[src/rtl/intq_pkg.sv]
package intq_pkg;

  localparam int LANE_W = 2;

  // Register byte offsets (software decodes these)
  localparam logic [11:0] OFS_PEND   = 12'h138;
  localparam logic [11:0] OFS_MASK   = 12'h13C;
  localparam logic [11:0] OFS_PHY    = 12'h144;
  localparam logic [11:0] OFS_STAT   = 12'h148;
  localparam logic [11:0] OFS_HEAD_A = 12'h158;
  localparam logic [11:0] OFS_HEAD_B = 12'h15C;

  // Bit positions
  localparam int BIT_INTX   = 16;
  localparam int BIT_LINK   = 11;
  localparam int BIT_BREN   = 0;
  localparam int BIT_NEMPTY = 18;
  localparam int BIT_OVF    = 19;
  localparam int BIT_LANE   = 27;
  localparam int BIT_LEVEL  = 29;
  localparam int BIT_VALID  = 31;

  typedef struct packed {
    logic              level;
    logic [LANE_W-1:0] lane;
  } intq_entry_t;

  function automatic logic [31:0] record_word(input intq_entry_t e);
    logic [31:0] w;
    w = '0;
    w[BIT_VALID] = 1'b1;
    w[BIT_LEVEL] = e.level;
    w[BIT_LANE +: LANE_W] = e.lane;
    return w;
  endfunction

  function automatic logic [31:0] status_word(input logic ovf, input logic nempty,
                                              input logic bren);
    logic [31:0] w;
    w = '0;
    w[BIT_OVF]    = ovf;
    w[BIT_NEMPTY] = nempty;
    w[BIT_BREN]   = bren;
    return w;
  endfunction

  function automatic logic [31:0] pending_next(input logic [31:0] cur, input logic [31:0] clr,
                                               input logic hold_intx);
    logic [31:0] w;
    w = cur & ~clr;
    if (hold_intx) w[BIT_INTX] = 1'b1;
    return w;
  endfunction

endpackage

[src/rtl/intq_fifo.sv]
module intq_fifo
  import intq_pkg::*;
#(
  parameter int DEPTH = 16
) (
  input  logic        clk,
  input  logic        rst,
  input  logic        push,
  input  intq_entry_t push_data,
  input  logic        pop,
  output intq_entry_t head,
  output logic        empty,
  output logic        full,
  output logic        push_ok,
  output logic        pop_ok
);

  localparam int PTR_W = (DEPTH > 2) ? $clog2(DEPTH) : 1;

  function automatic logic [PTR_W-1:0] step(input logic [PTR_W-1:0] p);
    return (p == PTR_W'(DEPTH - 1)) ? '0 : p + 1'b1;
  endfunction

  logic [PTR_W-1:0] wr_ptr, rd_ptr;
  intq_entry_t      slot_q [DEPTH];

  assign empty   = (wr_ptr == rd_ptr);
  assign full    = (step(wr_ptr) == rd_ptr);
  assign push_ok = push && !full;
  assign pop_ok  = pop && !empty;
  assign head    = slot_q[rd_ptr];

  always_ff @(posedge clk) begin
    if (rst) begin
      wr_ptr <= '0;
      rd_ptr <= '0;
    end else begin
      if (push_ok) wr_ptr <= step(wr_ptr);
      if (pop_ok)  rd_ptr <= step(rd_ptr);
    end
  end

  always_ff @(posedge clk) begin
    if (push_ok) slot_q[wr_ptr] <= push_data;
  end

  AST_DROP_WHEN_FULL: assert property (@(posedge clk) disable iff (rst)
    push && full |=> $stable(wr_ptr)) else $error("write pointer moved on full push");
  AST_POP_WHEN_EMPTY: assert property (@(posedge clk) disable iff (rst)
    pop && empty |=> $stable(rd_ptr)) else $error("read pointer moved on empty pop");

endmodule

[src/rtl/intq_pending.sv]
module intq_pending
  import intq_pkg::*;
(
  input  logic        clk,
  input  logic        rst,
  input  logic        clr_we,
  input  logic [31:0] clr_bits,
  input  logic        mask_we,
  input  logic [31:0] mask_wdata,
  input  logic        hold_intx,
  output logic [31:0] pending_q,
  output logic [31:0] mask_q,
  output logic        irq
);

  logic [31:0] clr_eff;

  assign clr_eff = clr_we ? clr_bits : '0;
  assign irq     = |(pending_q & mask_q);

  always_ff @(posedge clk) begin
    if (rst) begin
      pending_q <= '0;
      mask_q    <= '0;
    end else begin
      pending_q <= pending_next(pending_q, clr_eff, hold_intx);
      if (mask_we) mask_q <= mask_wdata;
    end
  end

  AST_CLEAR_TAKES: assert property (@(posedge clk) disable iff (rst)
    clr_we && !hold_intx |=> (pending_q & $past(clr_bits)) == '0)
    else $error("pending bit survived clear");

endmodule

[src/rtl/intx_queue_ctrl.sv]
module intx_queue_ctrl
  import intq_pkg::*;
#(
  parameter int DEPTH  = 16,
  parameter int ADDR_W = 12
) (
  input  logic              clk,
  input  logic              rst,
  input  logic              ev_valid,
  input  logic [LANE_W-1:0] ev_lane,
  input  logic              ev_level,
  input  logic              reg_wr,
  input  logic [ADDR_W-1:0] reg_addr,
  input  logic [31:0]       reg_wdata,
  output logic [31:0]       reg_rdata,
  input  logic              link_up,
  output logic              bridge_en,
  output logic              irq
);

  // Named internal events
  logic        hit_pend, hit_mask, hit_stat, hit_pop;
  logic        pend_we, mask_we, stat_we, pop_req;
  logic        fifo_empty, fifo_full, enq_ok, deq_ok, drop_evt;
  intq_entry_t fifo_head, ev_entry;
  logic [31:0] pending_q, mask_q;
  logic        ovf_q, bren_q;

  assign hit_pend = (reg_addr == ADDR_W'(OFS_PEND));
  assign hit_mask = (reg_addr == ADDR_W'(OFS_MASK));
  assign hit_stat = (reg_addr == ADDR_W'(OFS_STAT));
  assign hit_pop  = (reg_addr == ADDR_W'(OFS_HEAD_A)) || (reg_addr == ADDR_W'(OFS_HEAD_B));

  assign pend_we  = reg_wr && hit_pend;
  assign mask_we  = reg_wr && hit_mask;
  assign stat_we  = reg_wr && hit_stat;
  assign pop_req  = reg_wr && hit_pop;
  assign drop_evt = ev_valid && fifo_full;

  assign ev_entry.level = ev_level;
  assign ev_entry.lane  = ev_lane;

  intq_fifo #(.DEPTH(DEPTH)) u_fifo (
    .clk      (clk),
    .rst      (rst),
    .push     (ev_valid),
    .push_data(ev_entry),
    .pop      (pop_req),
    .head     (fifo_head),
    .empty    (fifo_empty),
    .full     (fifo_full),
    .push_ok  (enq_ok),
    .pop_ok   (deq_ok)
  );

  intq_pending u_pend (
    .clk       (clk),
    .rst       (rst),
    .clr_we    (pend_we),
    .clr_bits  (reg_wdata),
    .mask_we   (mask_we),
    .mask_wdata(reg_wdata),
    .hold_intx (enq_ok || !fifo_empty),
    .pending_q (pending_q),
    .mask_q    (mask_q),
    .irq       (irq)
  );

  always_ff @(posedge clk) begin
    if (rst) begin
      ovf_q  <= 1'b0;
      bren_q <= 1'b0;
    end else begin
      if (stat_we) bren_q <= reg_wdata[BIT_BREN];
      if (drop_evt)                         ovf_q <= 1'b1;
      else if (stat_we && reg_wdata[BIT_OVF]) ovf_q <= 1'b0;
    end
  end

  assign bridge_en = bren_q;

  always_comb begin
    reg_rdata = '0;
    case (reg_addr)
      ADDR_W'(OFS_PEND):   reg_rdata = pending_q;
      ADDR_W'(OFS_MASK):   reg_rdata = mask_q;
      ADDR_W'(OFS_PHY):    reg_rdata[BIT_LINK] = link_up;
      ADDR_W'(OFS_STAT):   reg_rdata = status_word(ovf_q, !fifo_empty, bren_q);
      ADDR_W'(OFS_HEAD_A): reg_rdata = fifo_empty ? '0 : record_word(fifo_head);
      default:             reg_rdata = '0;
    endcase
  end

  AST_INTX_HELD: assert property (@(posedge clk) disable iff (rst)
    !fifo_empty |=> pending_q[BIT_INTX]) else $error("INTx pending dropped");
  AST_OVF_STICKY: assert property (@(posedge clk) disable iff (rst)
    ovf_q && !(stat_we && reg_wdata[BIT_OVF]) |=> ovf_q) else $error("overflow lost");
  AST_DROP_SETS_OVF: assert property (@(posedge clk) disable iff (rst)
    drop_evt |=> ovf_q) else $error("drop without overflow");
  AST_IRQ_ON_ENQ: assert property (@(posedge clk) disable iff (rst)
    enq_ok && mask_q[BIT_INTX] && !mask_we |=> irq) else $error("irq missing");
  AST_BRIDGE_WRITE: assert property (@(posedge clk) disable iff (rst)
    stat_we |=> bridge_en == $past(reg_wdata[BIT_BREN])) else $error("bridge bit");

endmodule

[config.mk]
export PLATFORM = sky130hd
export DESIGN_NAME = intx_queue_ctrl
export DESIGN_NICKNAME = d
export VERILOG_FILES = /design/src/rtl/intq_pkg.sv /design/src/rtl/intq_fifo.sv /design/src/rtl/intq_pending.sv /design/src/rtl/intx_queue_ctrl.sv
export SDC_FILE = /design/constraint.sdc
export NUM_CORES = 1
export LEC_CHECK = 0
export ABC_AREA = 1
export BUFFER_PORTS_ARGS = -buffer_cell sky130_fd_sc_hd__buf_2
export CORE_MARGIN = 4
export CORE_UTILIZATION = 55
export CTS_BUF_LIST = sky130_fd_sc_hd__clkbuf_16
export DETAILED_ROUTE_END_ITERATION = 10
export PLACE_DENSITY = 0.77
export SLEW_MARGIN = 20
export SYNTH_ARGS = -nofsm -noshare
export SYNTH_HDL_FRONTEND = slang
export SYNTH_SLANG_ARGS = --single-unit
[constraint.sdc]
create_clock -name clk -period 3.7 [get_ports clk]
set_clock_uncertainty 0.1 [all_clocks]
set_input_delay 0.37 -clock clk [delete_from_list [all_inputs] [get_ports clk]]
set_output_delay 0.37 -clock clk [all_outputs]
set_load 0.03 [all_outputs]
==> results of run 1 <==
## cell usage after synthesis
cell	number	area (um^2)
a21boi_0	1	7.51
a21oi_1	48	240
a221oi_1	1	8.76
a22o_1	1	8.76
a31oi_1	31	194
buf_1	1	3.75
buf_2	7	35.0
buf_4	4	30.0
buf_6	1	11.3
clkbuf_1	23	86.3
clkinv_2	1	5.00
dfxtp_1	78	1560
edfxtp_1	48	1440
ha_1	6	75.1
inv_1	83	312
inv_2	3	11.3
nand2_1	158	593
nand2_2	2	12.5
nand2_4	3	33.8
nand3_1	75	375
nand3_2	1	10.0
nand3_4	1	17.5
nand3b_1	2	15.0
nand4_1	5	31.3
nor2_1	22	82.6
nor2_2	1	6.26
nor2_4	1	11.3
nor3_1	13	65.1
nor3_2	4	40.0
o211ai_1	3	22.5
o21ai_0	45	225
o221ai_1	2	17.5
o22ai_1	21	131
or2_2	1	6.26
xnor2_1	1	8.76
xor2_1	4	35.0
## worst paths after layout
check	to	cells after the start
worst max-delay path	reg_rdata[5]	11
worst min-delay path	u_pend.pending_q[15]$_SDFF_PP0_	2
worst max register to register	u_fifo.slot_q[13][2]$_DFFE_PP_	8
worst min register to register	u_pend.pending_q[1]$_SDFF_PP0_	2
## cell families (layout without fill, tap and decap cells)
group / after synthesis / in the layout / share of synthesized area (%)
AND/OR/NAND/NOR: 289 / 289 / 22.5
XOR/XNOR: 5 / 5 / 0.759
flip-flops: 126 / 126 / 52.0
buffers and inverters: 123 / 211 / 8.56
adder cells (fa/ha/maj): 6 / 6 / 1.30
AO/OA/AOI/OAI: 153 / 153 / 14.8
## sequential cells by signal, indices dropped and copies added, names as in the netlist, named ones only
name and count:
u_pend.pending_q 32, ovf_q 1, u_pend.mask_q 32, bridge_en 1, u_fifo.rd_ptr 4, u_fifo.wr_ptr 4
u_fifo.slot_q 48
## per-layer routing
metal / wire (um) / vias to the layer above / GRT usage [%] / share of wire, %
met2: 6750 / 209 / 37.5 / 47
met4: 364 / 0 / 9.77 / 2.5
li1: - / 2534 / - / -
met3: 1020 / 36 / 6.03 / 7.1
met1: 6170 / 2436 / 30.4 / 43
met5: 0 / - / 0 / 0
## critical path, stage by stage
cell and delay [ns]:
buf_2 0.09, inv_1 0.05, nand2_1 0.11, nor2_2 0.24
nand3_2 0.09, buf_4 0.21, inv_2 0.37, buf_4 0.34
nand2_1 0.10, o21ai_0 0.11, buf_2 0.24
## cell type report
cell class / instances / area [um^2]
inverters: 87 / 328
repair buffers: 92 / 478
multi-input cells: 453 / 2270
clock buffers: 20 / 500
well taps: 136 / 170
flip-flops and latches: 126 / 3000
clock inverters: 12 / 113
fillers: 859 / 3410
## through the flow
stage                     cells  hold WS, ns  util, %  total power, W
after floorplan             702        0.322        -         0.00160
after global placement      894        0.329     60.8         0.00167
after detailed placement    894        0.332     60.8         0.00168
after CTS                   926       0.0488     66.8         0.00334
after global routing        926       0.0466     66.8         0.00344
final                       926       0.0548     66.8         0.00334
## report_power, final
part / internal [W] / total, W / switching, W
combinational: 0.0000574 / 0.000180 / 0.000122
clock: 0.00110 / 0.00168 / 0.000586
sequential: 0.00146 / 0.00147 / 0.0000145
total: 0.00261 / 0.00334 / 0.000723
==> impl_metrics.yaml, run 1 <==
flow_run:
  max_cap_violations: 0
setup_path:
  critPathKind: "in2out"
  crit_arrival_ns: 2.34
  startpoint_type: "input pin"
  r2r-start: "u_fifo.wr_ptr[0]$_SDFFE_PP0P_"
  rrSetupSlack_ns: 1.18
  end_kind: "primary output"
  cp-startpoint: "reg_addr[0]"
  cp.required_ns: 3.23
  path_max_fanout: 27
floorplan:
  io_pins: 86
  rows: 37
  die_area_um2: 12200
  fp.dieH_um: 110
  die_w_um: 110
  core_area_um2: 10300
  start_util_pct: 56.2
min_path:
  hold_start: "reg_wdata[15]"
  min_path_type: "in2reg"
cells_and_area:
  final_nets: 835
  num_antenna_cells: 0
  stdcell_area_um2: 6870
  drive_gt1_share_pct: 17.5
  final_common_cell: "nand2_1"
  area_growth_pct: 19.0
  final_cell_mix: "nand2_1 (158), inv_1 (85), buf_2 (85)"
global_routing:
  grt_max_degree: 64
  grt_antenna_before_repair: 0
  grt_pass1_wl_um: 23600
  grt_pass1_vias: 5078
  grt.overflow.total: 0
  grt.total_usage_pct: 23.5
clock_network:
  clock_tree.buffer_depth: 2
  post_cts_buffers: 0
  cts_buffers: 17
  cts_resized: 0
  cts_hold_buffers: 0
  path_clk_slew_ns: 0.06
  cts-root-buf: "clkbuf_16"
  htree_levels: 4
  clock_sinks: 126
  clock_latency_ns: 0.41
  cts_tree: "done"
yosys:
  synth_area_per_cell_um2: 8.22
  syn-cell-area_um2: 5770
  synth.net_count: 760
  synth_cells: 702
  synth_seq_cells: 126
  ys_types: 36
  yosysWarnings: 0
  seq_area_frac_synth_pct: 52.0
drt:
  ant_nets: 0
  routed_via_density: 5.63
  avgRoutedWirePerCell_um: 15.5
  wl_um: 14300
  drt_iter0_markers: 438
  via_count: 5215
  first_pass_iters: 5
  drc: 0
sta:
  max_slew.worst_pin.slew_ns: 0.684
  setup_viol: 0
  rsz0062_at_grt: "false"
  setup_slack_ns: 0.889
  slew_violations: 0
  fin_tns_setup_ns: 0
  slew_headroom_pct: 54.4
  finalWorstPathRequiredPeriod_ns: 2.81
  hold_viol: 0
  post-route-period-util_pct: 76.0
  max_freq_mhz: 356
power:
  power_leakage_nw: 2.74
  vdd_drop_max_uv: 277
  power_density_nw_per_um2: 486
placement:
  place_hpwl_um: 9600
  place_area_um2: 6250
  io_buffer_count: 85
  post-place-ws_ns: 0.979
  gp_congestion: 0.825
run_status:
  outcome: "finished clean"
Note: power is estimated with default switching activity, not from simulation.
==> run 2: changes to the inputs <==
==> constraint.sdc (replaced) <==
create_clock -name clk -period 2.7 [get_ports clk]
set_clock_uncertainty 0.1 [all_clocks]
set_input_delay 0.27 -clock clk [delete_from_list [all_inputs] [get_ports clk]]
set_output_delay 0.27 -clock clk [all_outputs]
set_load 0.03 [all_outputs]
==> impl_metrics.yaml, run 2 (same netlist as run 1, synthesis figures left out) <==
drt:
  first_pass_iters: 5
  drt_iter0_markers: 482
  via_count: 5488
  ant_nets: 0
  routed_via_density: 5.71
  avgRoutedWirePerCell_um: 16.5
  drc: 0
  wl_um: 15800
clock_network:
  clock_latency_ns: 0.41
  clock_sinks: 126
  cts_buffers: 17
  path_clk_slew_ns: 0.06
  cts-root-buf: "clkbuf_16"
  clock_tree.buffer_depth: 2
  htree_levels: 4
  cts_tree: "done"
setup_path:
  reg2reg_to: "u_fifo.slot_q[4][2]$_DFFE_PP_"
  cp.required_ns: 2.33
  cpMostUsedCell: "nand3_1"
  r2r-start: "u_fifo.wr_ptr[0]$_SDFFE_PP0P_"
  crit_buf_inv: 3
  end_kind: "primary output"
  cp.depth: 9
  rrSetupSlack_ns: 0.27
  endpoint: "reg_rdata[29]"
  path_max_fanout: 24
  crit_arrival_ns: 2.12
  cpMaxStageDelayCell: "dfxtp_1"
  critPathKind: "reg2out"
  critical_path.cell_chain: "inv_1, buf_4, nand2_1, nand3_1, nand3_1, nand3_1, nand3_1, nand3_1, buf_2"
  reg2reg_depth: 8
  startpoint_type: "flip-flop"
  cpPeakStageDelay_ns: 0.54
  path_delay_family: "simple AND/OR/NAND/NOR gates"
cells_and_area:
  final_common_cell: "nand2_1"
  drive_gt1_share_pct: 17.6
  area_growth_pct: 25.0
  largest_reg_flops: 48
  final_nets: 870
  final_cell_mix: "nand2_1 (158), buf_2 (85), inv_1 (83)"
  largest_register: "u_fifo.slot_q"
  top_regs: "u_fifo.slot_q (48), u_pend.mask_q (32), u_pend.pending_q (32)"
  utilization_pct: 70.2
  num_antenna_cells: 0
  stdcell_count: 961
sta:
  max_slew.worst_pin.slew_ns: 0.638
  max_freq_mhz: 402
  hold_viol: 0
  fin_tns_setup_ns: 0
  finalWorstPathRequiredPeriod_ns: 2.49
  post-route-period-util_pct: 92.2
  rsz0062_at_grt: "false"
  slew_headroom_pct: 57.5
  setup_viol: 0
  slew_violations: 0
floorplan:
  rows: 37
  start_util_pct: 56.2
  die_w_um: 110
  die_area_um2: 12200
  fp.dieH_um: 110
  core_area_um2: 10300
  io_pins: 86
global_routing:
  grt.overflow.total: 0
  grt_pass1_wl_um: 26000
  grt_antenna_before_repair: 0
  grt.total_usage_pct: 26.1
  grt_max_degree: 69
  grt_pass1_vias: 5473
power:
  power.total_w: 0.00462
  power_leakage_nw: 2.89
  power_density_nw_per_um2: 640
  vdd_drop_max_uv: 529
run_status:
  outcome: "finished clean"
flow_run:
  max_cap_violations: 0
placement:
  io_buffer_count: 85
  place_hpwl_um: 9920
  gp_congestion: 0.902
  dp.cells: 898
min_path:
  min_path_type: "in2reg"
[run 2: changes by cell type in the layout (fill, tap and decap cells not counted), sizes merged]
cell	before	now
buf	92	96
clkbuf	20	19
dlygate4sd3	0	31
inv	88	89
[run 2: worst min-delay path by stage]
| stage | start | to | depth (start not counted) |
|---|---|---|---|
| 3_3_place_gp | u_pend.pending_q[7]$_SDFF_PP0_ | u_pend.pending_q[7]$_SDFF_PP0_ | 2 |
| 6_report | rst | ovf_q$_SDFFE_PP0P_ | 2 |
| 3_5_place_dp | u_pend.pending_q[22]$_SDFF_PP0_ | u_pend.pending_q[22]$_SDFF_PP0_ | 2 |
| 4_1_cts | rst | ovf_q$_SDFFE_PP0P_ | 2 |
| 5_1_grt | rst | ovf_q$_SDFFE_PP0P_ | 2 |
| 2_1_floorplan | rst | ovf_q$_SDFFE_PP0P_ | 1 |
[run 2: cell type report]
type                            count  area [um^2]
Clock inverter                     13          133
Tap cell                          136          170
Multi-Input combinational cell    453         2270
Sequential cell                   126         3000
Fill cell                         760         3060
Inverter                           87          328
Timing Repair Buffer              127          831
Clock buffer                       19          475
[run 2: worst register-to-register path: stages (launching register included)]
cell	delay (ns)
dfxtp_1	0.47
inv_1	0.14
ha_1	0.34
xnor2_1	0.14
nand3_1	0.09
nor2_1	0.08
nand2_4	0.12
nand2_4	0.16
nor3_1	0.44
[run 2: repair_timing]
action                    4_1_cts  5_1_grt
buffers inserted                0        0
hold endpoints to repair       31        0
hold buffers                   31        0
resized for setup               0        0
[run 2: power breakdown]
part           internal, W  switching, W
combinational     0.000112      0.000181
sequential         0.00200     0.0000194
clock              0.00147      0.000843
[run 2: routing by layer]
metal  wire, um  vias up  global-route usage, %
li1           -     2602                      -
met1       6190     2539                   31.4
met2       7770      303                   44.1
met3       1430       44                   6.25
met4        450        0                   12.3
met5          0        -                      0
[run 2: per-stage QoR]
stage                     area (um^2)  hold WS, ns  setup slack, ns
after global placement           6300        0.328            0.474
after global routing             7210       0.0271           0.0497
after CTS                        7210       0.0148            0.244
after detailed placement         6300        0.331            0.276
final                            7210       0.0216            0.211
after floorplan                  5770        0.239            0.538
